<file path="src/rtl/sram_wr_pkg.sv">
package sram_wr_pkg;

   typedef enum logic [2:0] {
      ST_IDLE,
      ST_ADDR,
      ST_ASSERT,
      ST_DSETUP,
      ST_RELEASE,
      ST_HOLD,
      ST_RECOVER
   } wr_state_t;

   typedef struct packed {
      logic en_ctl;
      logic sem;
      logic oe_low;
   } wr_attr_t;

   function automatic int imax3(input int a, input int b, input int c);
      int m;
      m = (a > b) ? a : b;
      return (m > c) ? m : c;
   endfunction

endpackage

</file>
<file path="src/rtl/sram_wr_plan.sv">
module sram_wr_plan
   import sram_wr_pkg::*;
#(
   parameter int T_AS  = 1,
   parameter int T_WP  = 3,
   parameter int T_EW  = 3,
   parameter int T_WZ  = 2,
   parameter int T_DW  = 2,
   parameter int T_DH  = 1,
   parameter int T_WR  = 2,
   parameter int T_WC  = 8,
   parameter int CNT_W = 6
) (
   input  logic             en_ctl,
   input  logic             oe_low,
   output logic [CNT_W-1:0] pulse_len,
   output logic [CNT_W-1:0] wait_len,
   output logic [CNT_W-1:0] rec_len
);
   // overlap when the RAM may still be driving the bus, and when it cannot
   localparam int P_WAIT = imax3(T_WP, T_EW, T_DW + T_WZ);
   localparam int P_FREE = imax3(T_WP, T_EW, T_DW);
   // recovery satisfies both T_WR after the closing edge and the T_WC total
   localparam int R_WAIT = imax3(1, T_WR - T_DH - 1, T_WC - (T_AS + P_WAIT + T_DH + 2));
   localparam int R_FREE = imax3(1, T_WR - T_DH - 1, T_WC - (T_AS + P_FREE + T_DH + 2));

   logic bus_busy;
   assign bus_busy = !en_ctl && oe_low;

   assign pulse_len = bus_busy ? CNT_W'(P_WAIT) : CNT_W'(P_FREE);
   assign wait_len  = bus_busy ? CNT_W'(T_WZ)   : '0;
   assign rec_len   = bus_busy ? CNT_W'(R_WAIT) : CNT_W'(R_FREE);
endmodule

</file>
<file path="src/rtl/sram_wr_fsm.sv">
module sram_wr_fsm
   import sram_wr_pkg::*;
#(
   parameter int T_AS  = 1,
   parameter int T_DH  = 1,
   parameter int CNT_W = 6
) (
   input  logic             clk,
   input  logic             rst_n,
   input  logic             req,
   input  logic [CNT_W-1:0] pulse_len,
   input  logic [CNT_W-1:0] rec_len,
   output wr_state_t        state_q,
   output wr_state_t        state_d,
   output logic [CNT_W-1:0] idx_d,
   output logic             accept,
   output logic             done_d
);
   logic [CNT_W-1:0] idx_q;
   logic [CNT_W-1:0] cur_len;

   always_comb begin
      case (state_q)
         ST_ADDR:    cur_len = CNT_W'(T_AS);
         ST_DSETUP:  cur_len = pulse_len;
         ST_RELEASE: cur_len = CNT_W'(T_DH);
         ST_RECOVER: cur_len = rec_len;
         default:    cur_len = CNT_W'(1);
      endcase
   end

   always_comb begin
      state_d = state_q;
      idx_d   = idx_q + CNT_W'(1);
      accept  = 1'b0;
      done_d  = 1'b0;
      if (state_q == ST_IDLE) begin
         idx_d = '0;
         if (req) begin
            accept  = 1'b1;
            state_d = ST_ADDR;
         end
      end else if (idx_q == cur_len - CNT_W'(1)) begin
         idx_d = '0;
         case (state_q)
            ST_ADDR:    state_d = ST_ASSERT;
            ST_ASSERT:  state_d = ST_DSETUP;
            ST_DSETUP:  state_d = ST_RELEASE;
            ST_RELEASE: state_d = ST_HOLD;
            ST_HOLD:    state_d = ST_RECOVER;
            default: begin
               state_d = ST_IDLE;
               done_d  = 1'b1;
            end
         endcase
      end
   end

   always_ff @(posedge clk or negedge rst_n) begin
      if (!rst_n) begin
         state_q <= ST_IDLE;
         idx_q   <= '0;
      end else begin
         state_q <= state_d;
         idx_q   <= idx_d;
      end
   end
endmodule

</file>
<file path="src/rtl/sram_wr_pins.sv">
module sram_wr_pins
   import sram_wr_pkg::*;
#(
   parameter int CNT_W = 6
) (
   input  logic             clk,
   input  logic             rst_n,
   input  wr_state_t        state_d,
   input  logic [CNT_W-1:0] idx_d,
   input  wr_attr_t         attr_d,
   input  logic [CNT_W-1:0] wait_len,
   output logic             ce_n,
   output logic             sem_n,
   output logic             rw_n,
   output logic             oe_n,
   output logic             dq_oe
);
   logic lead_low, trail_low, en_low, wr_low, oe_win, drive;

   // the leading strobe spans ASSERT..RELEASE, the trailing one only DSETUP
   assign lead_low  = (state_d == ST_ASSERT) || (state_d == ST_DSETUP) ||
                      (state_d == ST_RELEASE);
   assign trail_low = (state_d == ST_DSETUP);
   assign en_low    = attr_d.en_ctl ? trail_low : lead_low;
   assign wr_low    = attr_d.en_ctl ? lead_low  : trail_low;
   assign oe_win    = (state_d == ST_ADDR) || (state_d == ST_ASSERT) ||
                      (state_d == ST_DSETUP);
   assign drive     = ((state_d == ST_DSETUP) && (idx_d >= wait_len)) ||
                      (state_d == ST_RELEASE);

   always_ff @(posedge clk or negedge rst_n) begin
      if (!rst_n) begin
         ce_n  <= 1'b1;
         sem_n <= 1'b1;
         rw_n  <= 1'b1;
         oe_n  <= 1'b1;
         dq_oe <= 1'b0;
      end else begin
         ce_n  <= !(en_low && !attr_d.sem);
         sem_n <= !(en_low && attr_d.sem);
         rw_n  <= !wr_low;
         oe_n  <= !(oe_win && attr_d.oe_low);
         dq_oe <= drive;
      end
   end
endmodule

</file>
<file path="src/rtl/sram_wr_seq.sv">
module sram_wr_seq
   import sram_wr_pkg::*;
#(
   parameter int ADDR_W = 13,
   parameter int DATA_W = 9,
   parameter int T_AS   = 1,
   parameter int T_WP   = 3,
   parameter int T_EW   = 3,
   parameter int T_WZ   = 2,
   parameter int T_DW   = 2,
   parameter int T_DH   = 1,
   parameter int T_WR   = 2,
   parameter int T_WC   = 8
) (
   input  logic              clk,
   input  logic              rst_n,
   input  logic              req,
   output logic              ready,
   input  logic [ADDR_W-1:0] addr,
   input  logic [DATA_W-1:0] wdata,
   input  logic              sem_sel,
   input  logic              en_ctl,
   input  logic              oe_low,
   output logic              done,
   output logic [ADDR_W-1:0] mem_addr,
   output logic [DATA_W-1:0] mem_dout,
   output logic              mem_dq_oe,
   output logic              mem_ce_n,
   output logic              mem_sem_n,
   output logic              mem_rw_n,
   output logic              mem_oe_n
);
   localparam int SPAN  = T_AS + T_WP + T_EW + T_WZ + T_DW + T_DH + T_WR + T_WC + 4;
   localparam int CNT_W = $clog2(SPAN + 1);

   if (T_AS < 1 || T_WP < 1 || T_EW < 1 || T_WZ < 1 ||
       T_DW < 1 || T_DH < 1 || T_WR < 1 || T_WC < 1) begin : g_bad_timing
      $error("sram_wr_seq: every timing interval must be at least one cycle");
   end
   if (ADDR_W < 1 || DATA_W < 1) begin : g_bad_width
      $error("sram_wr_seq: address and data widths must be positive");
   end

   wr_state_t        state_q, state_d;
   logic [CNT_W-1:0] idx_d, pulse_len, wait_len, rec_len;
   logic             accept, done_d;
   wr_attr_t         attr_q, attr_d;

   assign attr_d = accept ? '{en_ctl: en_ctl, sem: sem_sel, oe_low: oe_low} : attr_q;

   sram_wr_plan #(
      .T_AS(T_AS), .T_WP(T_WP), .T_EW(T_EW), .T_WZ(T_WZ), .T_DW(T_DW),
      .T_DH(T_DH), .T_WR(T_WR), .T_WC(T_WC), .CNT_W(CNT_W)
   ) u_plan (
      .en_ctl   (attr_d.en_ctl),
      .oe_low   (attr_d.oe_low),
      .pulse_len(pulse_len),
      .wait_len (wait_len),
      .rec_len  (rec_len)
   );

   sram_wr_fsm #(.T_AS(T_AS), .T_DH(T_DH), .CNT_W(CNT_W)) u_fsm (
      .clk      (clk),
      .rst_n    (rst_n),
      .req      (req),
      .pulse_len(pulse_len),
      .rec_len  (rec_len),
      .state_q  (state_q),
      .state_d  (state_d),
      .idx_d    (idx_d),
      .accept   (accept),
      .done_d   (done_d)
   );

   sram_wr_pins #(.CNT_W(CNT_W)) u_pins (
      .clk     (clk),
      .rst_n   (rst_n),
      .state_d (state_d),
      .idx_d   (idx_d),
      .attr_d  (attr_d),
      .wait_len(wait_len),
      .ce_n    (mem_ce_n),
      .sem_n   (mem_sem_n),
      .rw_n    (mem_rw_n),
      .oe_n    (mem_oe_n),
      .dq_oe   (mem_dq_oe)
   );

   always_ff @(posedge clk or negedge rst_n) begin
      if (!rst_n) begin
         attr_q   <= '0;
         mem_addr <= '0;
         mem_dout <= '0;
         done     <= 1'b0;
      end else begin
         attr_q <= attr_d;
         done   <= done_d;
         if (accept) begin
            mem_addr <= addr;
            mem_dout <= wdata;
         end
      end
   end

   assign ready = (state_q == ST_IDLE);
endmodule

</file>
<file path="config.mk">
export PLATFORM = sky130hd
export DESIGN_NAME = sram_wr_seq
export DESIGN_NICKNAME = d
export VERILOG_FILES = /design/src/rtl/sram_wr_pkg.sv /design/src/rtl/sram_wr_plan.sv /design/src/rtl/sram_wr_fsm.sv /design/src/rtl/sram_wr_pins.sv /design/src/rtl/sram_wr_seq.sv
export SDC_FILE = /design/constraint.sdc
export NUM_CORES = 1
export LEC_CHECK = 0
export CAP_MARGIN = 20
export CORE_UTILIZATION = 49
export CTS_CLUSTER_DIAMETER = 30
export DETAILED_ROUTE_END_ITERATION = 10
export PLACE_DENSITY = 0.91
export SYNTH_ARGS = -nofsm -noshare
export SYNTH_HDL_FRONTEND = slang
export SYNTH_HIERARCHICAL = 1
export SYNTH_SLANG_ARGS = --single-unit
export TNS_END_PERCENT = 100
</file>
<file path="constraint.sdc">
create_clock -name clk -period 6.2 [get_ports clk]
set_input_delay 1.86 -clock clk [delete_from_list [all_inputs] [get_ports clk]]
set_output_delay 1.86 -clock clk [all_outputs]
set_load 0.01 [all_outputs]
</file>
After elaboration in Yosys (flattened, before gate mapping):

Index checks and enable logic that the tools add are counted.
Widths: inputs -> output; s select.

* flip-flop bits (word level): 39
* output and inout bits: 29
* logic and storage cells: 61

* add/sub/neg operators: 2
* order comparisons: 1
* equal/unequal tests: 10
* mux-type cells: 17
* reductions and logical operators: 18

Operator list (count)
* $mux 3: 6
* $pmux 3 s5: 1
* $eq 3x2->1 const B: 4
* $mux 5: 2
* $eq 3x3->1 const B: 3
* $mux 1: 7
* $eq 3x1->1 const B: 2
* $logic_not 1->1: 6
* $add 5x1->5 const B: 1
* $eq 5x5->1: 1
* $ge 5x2->1: 1
* $logic_and 1x1->1: 5
* $logic_or 1x1->1: 5
* $reduce_or 5->1: 1
* $sub 3x1->4 const B: 1
* $logic_not 3->1: 1
* $mux 2: 1

Depth between registers and ports, before layout:

Gate-level depths: netlist of run 1.

* word-level depth: 17
* depth in mapped cells: 22

Hierarchy:

The synthesis of run 1 kept the hierarchy.

Modules (own cells, without submodules)
* sram_wr_seq: instances 1, cells each 55, area an instance 1063.5 um2, sequential area each 650.6 um2
* sram_wr_fsm: instances 1, cells each 80, area an instance 742.0 um2, sequential area each 200.2 um2
* sram_wr_pins: instances 1, cells each 34, area an instance 339.1 um2, sequential area each 130.1 um2
* sram_wr_plan: instances 1, cells each 18, area an instance 125.1 um2, sequential area each 0.0 um2

Worst setup path before layout of run 1:

Ideal clock, no wire load.

* path kind: input to register
* start: in req
* end: reg u_pins.dq_oe
* arrival: 5.175 ns
* required time: 6.080 ns
* setup slack: 0.904 ns
* cell stages on the path: 19
* buffers on the path: 2
* cells stage by stage: nand2_1 > inv_1 > buf_6 > buf_12 > mux2_4 > nand2b_1 > or3b_1 > a21oi_2 > ha_1 > nor2_1 > nand3_1 > o21ai_0 > o31ai_2 > a21oi_2 > nor3_1 > ha_1 > a211oi_2 > o211ai_1 > a41o_1

RTL lines
* start: declaration: RTL line sram_wr_seq.sv:17 `input logic req,`
* end signal: assignment: RTL line sram_wr_pins.sv:43 `dq_oe <= drive;`
* end: declaration: RTL line sram_wr_pins.sv:16 `output logic dq_oe`

==> impl_metrics.py, run 1 <==
metrics = {
    "status": {
        "run_status": "complete, no violations",
    },
    "yosys": {
        "yosysSeqAreaShare_pct": 43.22,
        "synthAdderAreaFrac_pct": 3.859,
        "postSynthCellCount": 187,
        "yosys_most_used_dff": "dfrtp_1",
        "ys_types": 47,
        "synth-simple-area-share_pct": 15.82,
        "synth_edf_count": 0,
        "synthMuxAreaShare_pct": 16.37,
        "synth_compound_area_share_pct": 7.663,
        "synth-seq-cells": 39,
        "synth-xor-area-share_pct": 2.701,
        "synth_area_sq_um": 2270,
        "ys_warn_count": 6,
        "syn_avg_cell_area_sq_um": 12.14,
        "synth_top_family_by_area": "multiplexers",
        "synthArstFlopShare_pct": 100.0,
    },
    "global_route": {
        "grt_first_pass_wirelength_um": 7148,
        "use_met3_pct": 4.040,
        "antenna_found_initial": 0,
        "grt_pass1_vias": 1516,
        "use_met2_pct": 31.52,
        "met1_usage_pct": 22.83,
        "grt_max_degree": 40,
        "grt.busiest_layer": "met2",
        "grt.overflow.total": 0,
        "track_usage_pct": 18.95,
    },
    "timing": {
        "final_hold_viol_count": 0,
        "skew_ps": 3.570,
        "setup_slack_ps": 594.1,
        "finalCriticalPeriod_ps": 5606,
        "max_slew_margin_pct": 42.52,
        "rsz0062_at_grt": "false",
        "timing.setup.tns_ps": 0,
        "setup_viol": 0,
        "tightest_slew_ps": 862.2,
        "slew_viol_final": 0,
        "fmax_mhz": 178.4,
        "post-route-period-util_pct": 90.42,
    },
    "worst_hold_path": {
        "holdCritPathClass": "flop to flop",
        "hp-start": "attr_q[1]",
        "holdPathEnd": "attr_q[1]",
        "holdPathStages": 1,
    },
    "worst_setup_path": {
        "r2r-start": "u_fsm/state_q[2]",
        "r2r-end": "u_pins/dq_oe",
        "rr_worst_depth": 18,
        "crit_type": "primary input to flop",
        "crit_chain": "clkdlybuf4s50_1 -> nand2_1 -> inv_1 -> mux2_4 -> nand2b_1 -> or3b_1 -> a21oi_2 -> ha_1 -> nor2_1 -> nand3_1 -> o21ai_0 -> o31ai_2 -> a21oi_2 -> nor3_1 -> ha_1 -> a211oi_2 -> o211ai_1 -> a41o_1",
        "slowest_stage": "clkdlybuf4s50_1",
        "startpoint_type": "primary input",
        "path_delay_family": "compound AO/OA/AOI/OAI gates",
        "crit_fanout": 7,
        "crit_required_ps": 6390,
        "max_stage_delay_ps": 470,
        "cp_num_buf_inv": 2,
        "arrival_ps": 5790,
        "rrSetupSlack_ps": 1350,
        "critPathCaptureType": "flop",
    },
    "drt": {
        "drtPass1Iterations": 4,
        "drt_iter0_markers": 81,
        "vias": 1550,
        "wl_per_cell_um": 15.26,
        "wirelength_um": 4470,
        "drtAntennaViolNets": 0,
        "drc": 0,
        "routed_via_density": 5.290,
    },
    "finish": {
        "final_util_pct": 64.74,
        "final_cell_mix": "clkdlybuf4s50_1, dfrtp_1, mux2_4, inv_1, conb_1",
        "areaGrowthSynthToFinish_pct": 25.91,
        "layout-drive-gt1-share_pct": 21.99,
        "final_nets": 275,
        "final_common_cell": "clkdlybuf4s50_1",
        "diodes": 0,
    },
    "clocking": {
        "numClockSinks": 39,
        "cts_root_buffer": "clkbuf_8",
        "cts_tree": "yes",
        "cts_buffers": 5,
        "path_clk_slew_ps": 80,
        "htreeDepth": 2,
        "cts_setup_buffers": 0,
        "clk_latency_ps": 290,
        "ctsResizeCount": 0,
        "ctsHoldBuffers": 0,
        "cts.path.max_buffers": 2,
    },
    "die": {
        "die_w_um": 70.06,
        "start_util_pct": 51.42,
        "core_sq_um": 4414,
        "die_area_sq_um": 4908,
        "rows": 24,
        "die-height_um": 70.06,
        "io_pins": 57,
    },
    "placement": {
        "dpl_worst_slack_ps": 362.2,
        "place_congestion": 0.8965,
        "dp_hpwl_um": 3223,
        "port_buffers": 56,
    },
    "flow_run": {
        "maxCapViolations": 0,
    },
    "pwr": {
        "p_per_area_nw_per_um2": 530.5,
        "vdd_drop_max_mv": 0.2820,
        "leakage_uw": 0.001227,
    },
}
-- sequential cells by signal, indices dropped and copies added, names as in the netlist --
signal	cells
attr_q	3
done	1
mem_addr	13
mem_dout	9
u_fsm/idx_q	5
u_fsm/state_q	3
u_pins/ce_n	1
u_pins/dq_oe	1
u_pins/oe_n	1
u_pins/rw_n	1
u_pins/sem_n	1
-- cells in the mapped netlist (3+ instances only) --
library cell | count | area [sq um]
dfrtp_1 | 35 | 875.8
mux2_4 | 21 | 315.3
buf_4 | 15 | 112.6
inv_1 | 11 | 41.29
ha_1 | 7 | 87.58
nand2_1 | 7 | 26.28
nor3_1 | 6 | 30.03
mux2_2 | 5 | 56.30
nand2b_1 | 5 | 31.28
xnor2_1 | 5 | 43.79
dfstp_2 | 4 | 105.1
nand3_1 | 4 | 20.02
nand4b_1 | 4 | 35.03
nor2_1 | 4 | 15.01
nor2b_1 | 4 | 25.02
and2_1 | 3 | 18.77
buf_6 | 3 | 33.78
nor3b_2 | 3 | 37.54
-- how the worst max path moves through the flow --
stage          startpoint  slack [ps]            to  cells past startpoint
2_1_floorplan         req         900  u_pins/dq_oe                     19
3_3_place_gp          req         490  u_pins/dq_oe                     18
3_5_place_dp          req         360  u_pins/dq_oe                     18
4_1_cts               req         620  u_pins/dq_oe                     18
5_1_grt               req         290  u_pins/dq_oe                     18
6_report              req         590  u_pins/dq_oe                     18
-- cell families after synthesis --
| family | after synthesis |
|---|---|
| xor+xnor | 7 |
| buf+inv | 31 |
| fa+ha+maj | 7 |
| compound gates | 21 |
| mux | 26 |
| simple gates | 54 |
| other cells | 2 |
| flops | 39 |
-- where the power goes --
group	internal (uW)	total [uW]	switching [uW]	leakage, uW
logic	467	825	358	0.000700
clock network	120	212	92.7	0.0000581
registers	378	478	100	0.000469
total	965	1520	551	0.00123
-- through the flow --
step                      instances  hold WS (ps)  power, uW  cell area, sq um
final                           293         507.2       1516              2858
after global routing            293         518.6       1621              2858
after CTS                       293         510.8       1524              2858
after detailed placement        285         486.0       1299              2745
after global placement          285         485.0       1273              2745
after floorplan                 196         473.2       1055              2303
-- per-layer routing --
layer | routed length [um] | share of wire (%) | up-vias
li1 | - | - | 740
met5 | 0 | 0 | -
met1 | 1939 | 43 | 753
met4 | 145 | 3.2 | 0
met3 | 181 | 4.0 | 12
met2 | 2203 | 49 | 45
-- cell type report --
type                    instances  area [sq um]
clock inverters                 3         43.79
flip-flops and latches         39         980.9
well taps                      52         65.06
inverters                      11         41.29
fillers                       335          1556
multi-input cells             126          1095
repair buffers                 57         563.0
clock buffers                   5         68.82
No activity file was read; power rests on OpenSTA's default activity.
==> run 2: changes to the inputs <==
- CORE_ASPECT_RATIO: default -> 1.2
==> run 2 against run 1 <==
  * Clock power is 19% higher
  * Hold slack better by 9.6 ps
  * Utilization is 1.6 points higher
  * Final cell count is 1.7% higher
  * Wire length is 11% higher
  * Total power is 4.3% higher
  * Die area hardly changed
  * Non-clock buffer count is 1 higher
==> impl_metrics.py, run 2 (same netlist as run 1, synthesis figures left out) <==
metrics = {
    "timing": {
        "timing.setup.tns_ps": 0,
        "slew_viol_final": 0,
        "max_slew_margin_pct": 43.11,
        "skew_ps": 9.221,
        "post-route-period-util_pct": 94.10,
        "fmax_mhz": 171.4,
        "setup_viol": 0,
        "rsz0062_at_grt": "false",
        "final_hold_viol_count": 0,
        "finalCriticalPeriod_ps": 5834,
        "tightest_slew_ps": 853.3,
        "setup_slack_ps": 365.9,
    },
    "drt": {
        "drc": 0,
        "wirelength_um": 4957,
        "drtAntennaViolNets": 0,
        "vias": 1574,
        "drt_iter0_markers": 119,
        "wl_per_cell_um": 16.63,
        "routed_via_density": 5.282,
        "drtPass1Iterations": 4,
    },
    "worst_hold_path": {
        "holdPathEnd": "mem_dout[8]",
        "holdPathStages": 1,
        "holdCritPathClass": "flop to flop",
        "hp-start": "mem_dout[8]",
    },
    "placement": {
        "port_buffers": 56,
        "dpl_worst_slack_ps": 289.7,
        "dp_hpwl_um": 3490,
        "place_congestion": 0.8731,
    },
    "worst_setup_path": {
        "r2r-start": "u_fsm/state_q[2]",
        "slowest_stage": "clkdlybuf4s50_1",
        "rr_worst_depth": 19,
        "crit_required_ps": 6380,
        "startpoint_type": "primary input",
        "rrSetupSlack_ps": 1130,
        "r2r-end": "u_pins/dq_oe",
        "cp-startpoint": "req",
        "crit_chain": "clkdlybuf4s50_1 -> nand2_1 -> inv_1 -> buf_4 -> mux2_2 -> nand2b_1 -> or3b_1 -> a21oi_2 -> ha_1 -> nor2_1 -> nand3_1 -> o21ai_0 -> o31ai_2 -> a21oi_2 -> nor3_1 -> ha_1 -> a211oi_2 -> o211ai_1 -> a41o_1",
        "crit_type": "primary input to flop",
        "crit_fanout": 12,
        "arrival_ps": 6010,
        "critPathCaptureType": "flop",
        "max_stage_delay_ps": 460,
    },
    "global_route": {
        "grt.overflow.total": 0,
        "track_usage_pct": 21.68,
        "met1_usage_pct": 25.29,
        "grt.busiest_layer": "met2",
        "grt_first_pass_wirelength_um": 7997,
        "antenna_found_initial": 0,
        "grt_pass1_vias": 1627,
        "use_met2_pct": 37.23,
        "use_met3_pct": 4.341,
        "grt_max_degree": 40,
    },
    "finish": {
        "regMostFlops": "mem_addr",
        "areaGrowthSynthToFinish_pct": 27.34,
        "multi_input_area_sq_um": 1095,
        "layout-drive-gt1-share_pct": 21.90,
        "fillers": 337,
        "diodes": 0,
        "final_common_cell": "clkdlybuf4s50_1",
        "top_regs": "mem_addr: 13 flops, mem_dout: 9 flops, u_fsm/idx_q: 5 flops",
        "final_cell_mix": "clkdlybuf4s50_1, dfrtp_1, mux2_4, inv_1, conb_1",
        "seq_area_sq_um": 980.9,
        "final_nets": 276,
        "largest_register_ffs": 13,
    },
    "die": {
        "die-height_um": 76.56,
        "io_pins": 57,
        "die_area_sq_um": 4909,
        "rows": 26,
        "core_sq_um": 4359,
        "die_w_um": 64.13,
        "start_util_pct": 52.07,
    },
    "pwr": {
        "vdd_drop_max_mv": 0.2897,
        "p_per_area_nw_per_um2": 546.9,
        "total_power_uw": 1581,
        "leakage_uw": 0.001240,
    },
    "status": {
        "run_status": "complete, no violations",
    },
    "clocking": {
        "ctsResizeCount": 0,
        "clk_latency_ps": 300,
        "cts_setup_buffers": 0,
        "htreeDepth": 2,
        "path_clk_slew_ps": 80,
        "cts_tree": "yes",
        "cts_root_buffer": "clkbuf_8",
        "cts_buffers": 5,
        "cts.path.max_buffers": 2,
        "ctsHoldBuffers": 0,
        "numClockSinks": 39,
    },
    "flow_run": {
        "maxCapViolations": 0,
    },
}
[run 2: cell types whose count changed in the layout (fill, tap and decap cells not counted)]
cell / previous run / this run
clkinv_2: 1 / 0
clkinv_4: 1 / 0
clkbuf_1: 0 / 1
bufinv_16: 1 / 2
buf_4: 1 / 2
[run 2: worst max path at each step]
stage,end,depth (start not counted),slack (ps)
after floorplan,u_pins/dq_oe,19,900
after global placement,u_pins/dq_oe,19,450
after detailed placement,u_pins/dq_oe,19,290
after CTS,u_pins/dq_oe,19,430
after global routing,u_pins/dq_oe,19,210
final,u_pins/dq_oe,19,370
[run 2: metrics by stage]
| step | util [%] | cells | hold WS, ps | area, sq um |
|---|---|---|---|---|
| after global routing | 66.30 | 298 | 527.4 | 2890 |
| after CTS | 66.30 | 298 | 517.3 | 2890 |
| final | 66.30 | 298 | 516.8 | 2890 |
| after detailed placement | 63.26 | 290 | 492.2 | 2758 |
| after global placement | 63.26 | 290 | 486.2 | 2758 |
| after floorplan | - | 196 | 473.2 | 2303 |
[run 2: metal layers]
metal / wire length (um) / vias up / share of wire [%]
li1: - / 746 / -
met1: 1975 / 769 / 40
met2: 2636 / 44 / 53
met3: 188 / 15 / 3.8
met4: 156 / 0 / 3.1
met5: 0 / - / 0
[run 2: report_power, final]
group / internal [uW] / leakage (uW) / switching [uW]
Sequential: 378 / 0.000469 / 103
Clock: 161 / 0.0000654 / 91.9
Combinational: 469 / 0.000706 / 378
Total: 1010 / 0.00124 / 573
[run 2: critical path: cells and delay by family]
family	cells	cell delay [ps]
AO/OA/AOI/OAI	7	1470
AND/OR/NAND/NOR	6	1040
buffers and inverters	3	870
adder cells (fa/ha/maj)	2	530
multiplexers	1	230
[run 2: cell type report]
cell class,count,area share [%]
multi-input cells,126,37.88
flip-flops and latches,39,33.94
repair buffers,58,19.74
clock buffers,6,2.511
well taps,56,2.424
clock inverters,2,2.078
inverters,11,1.429
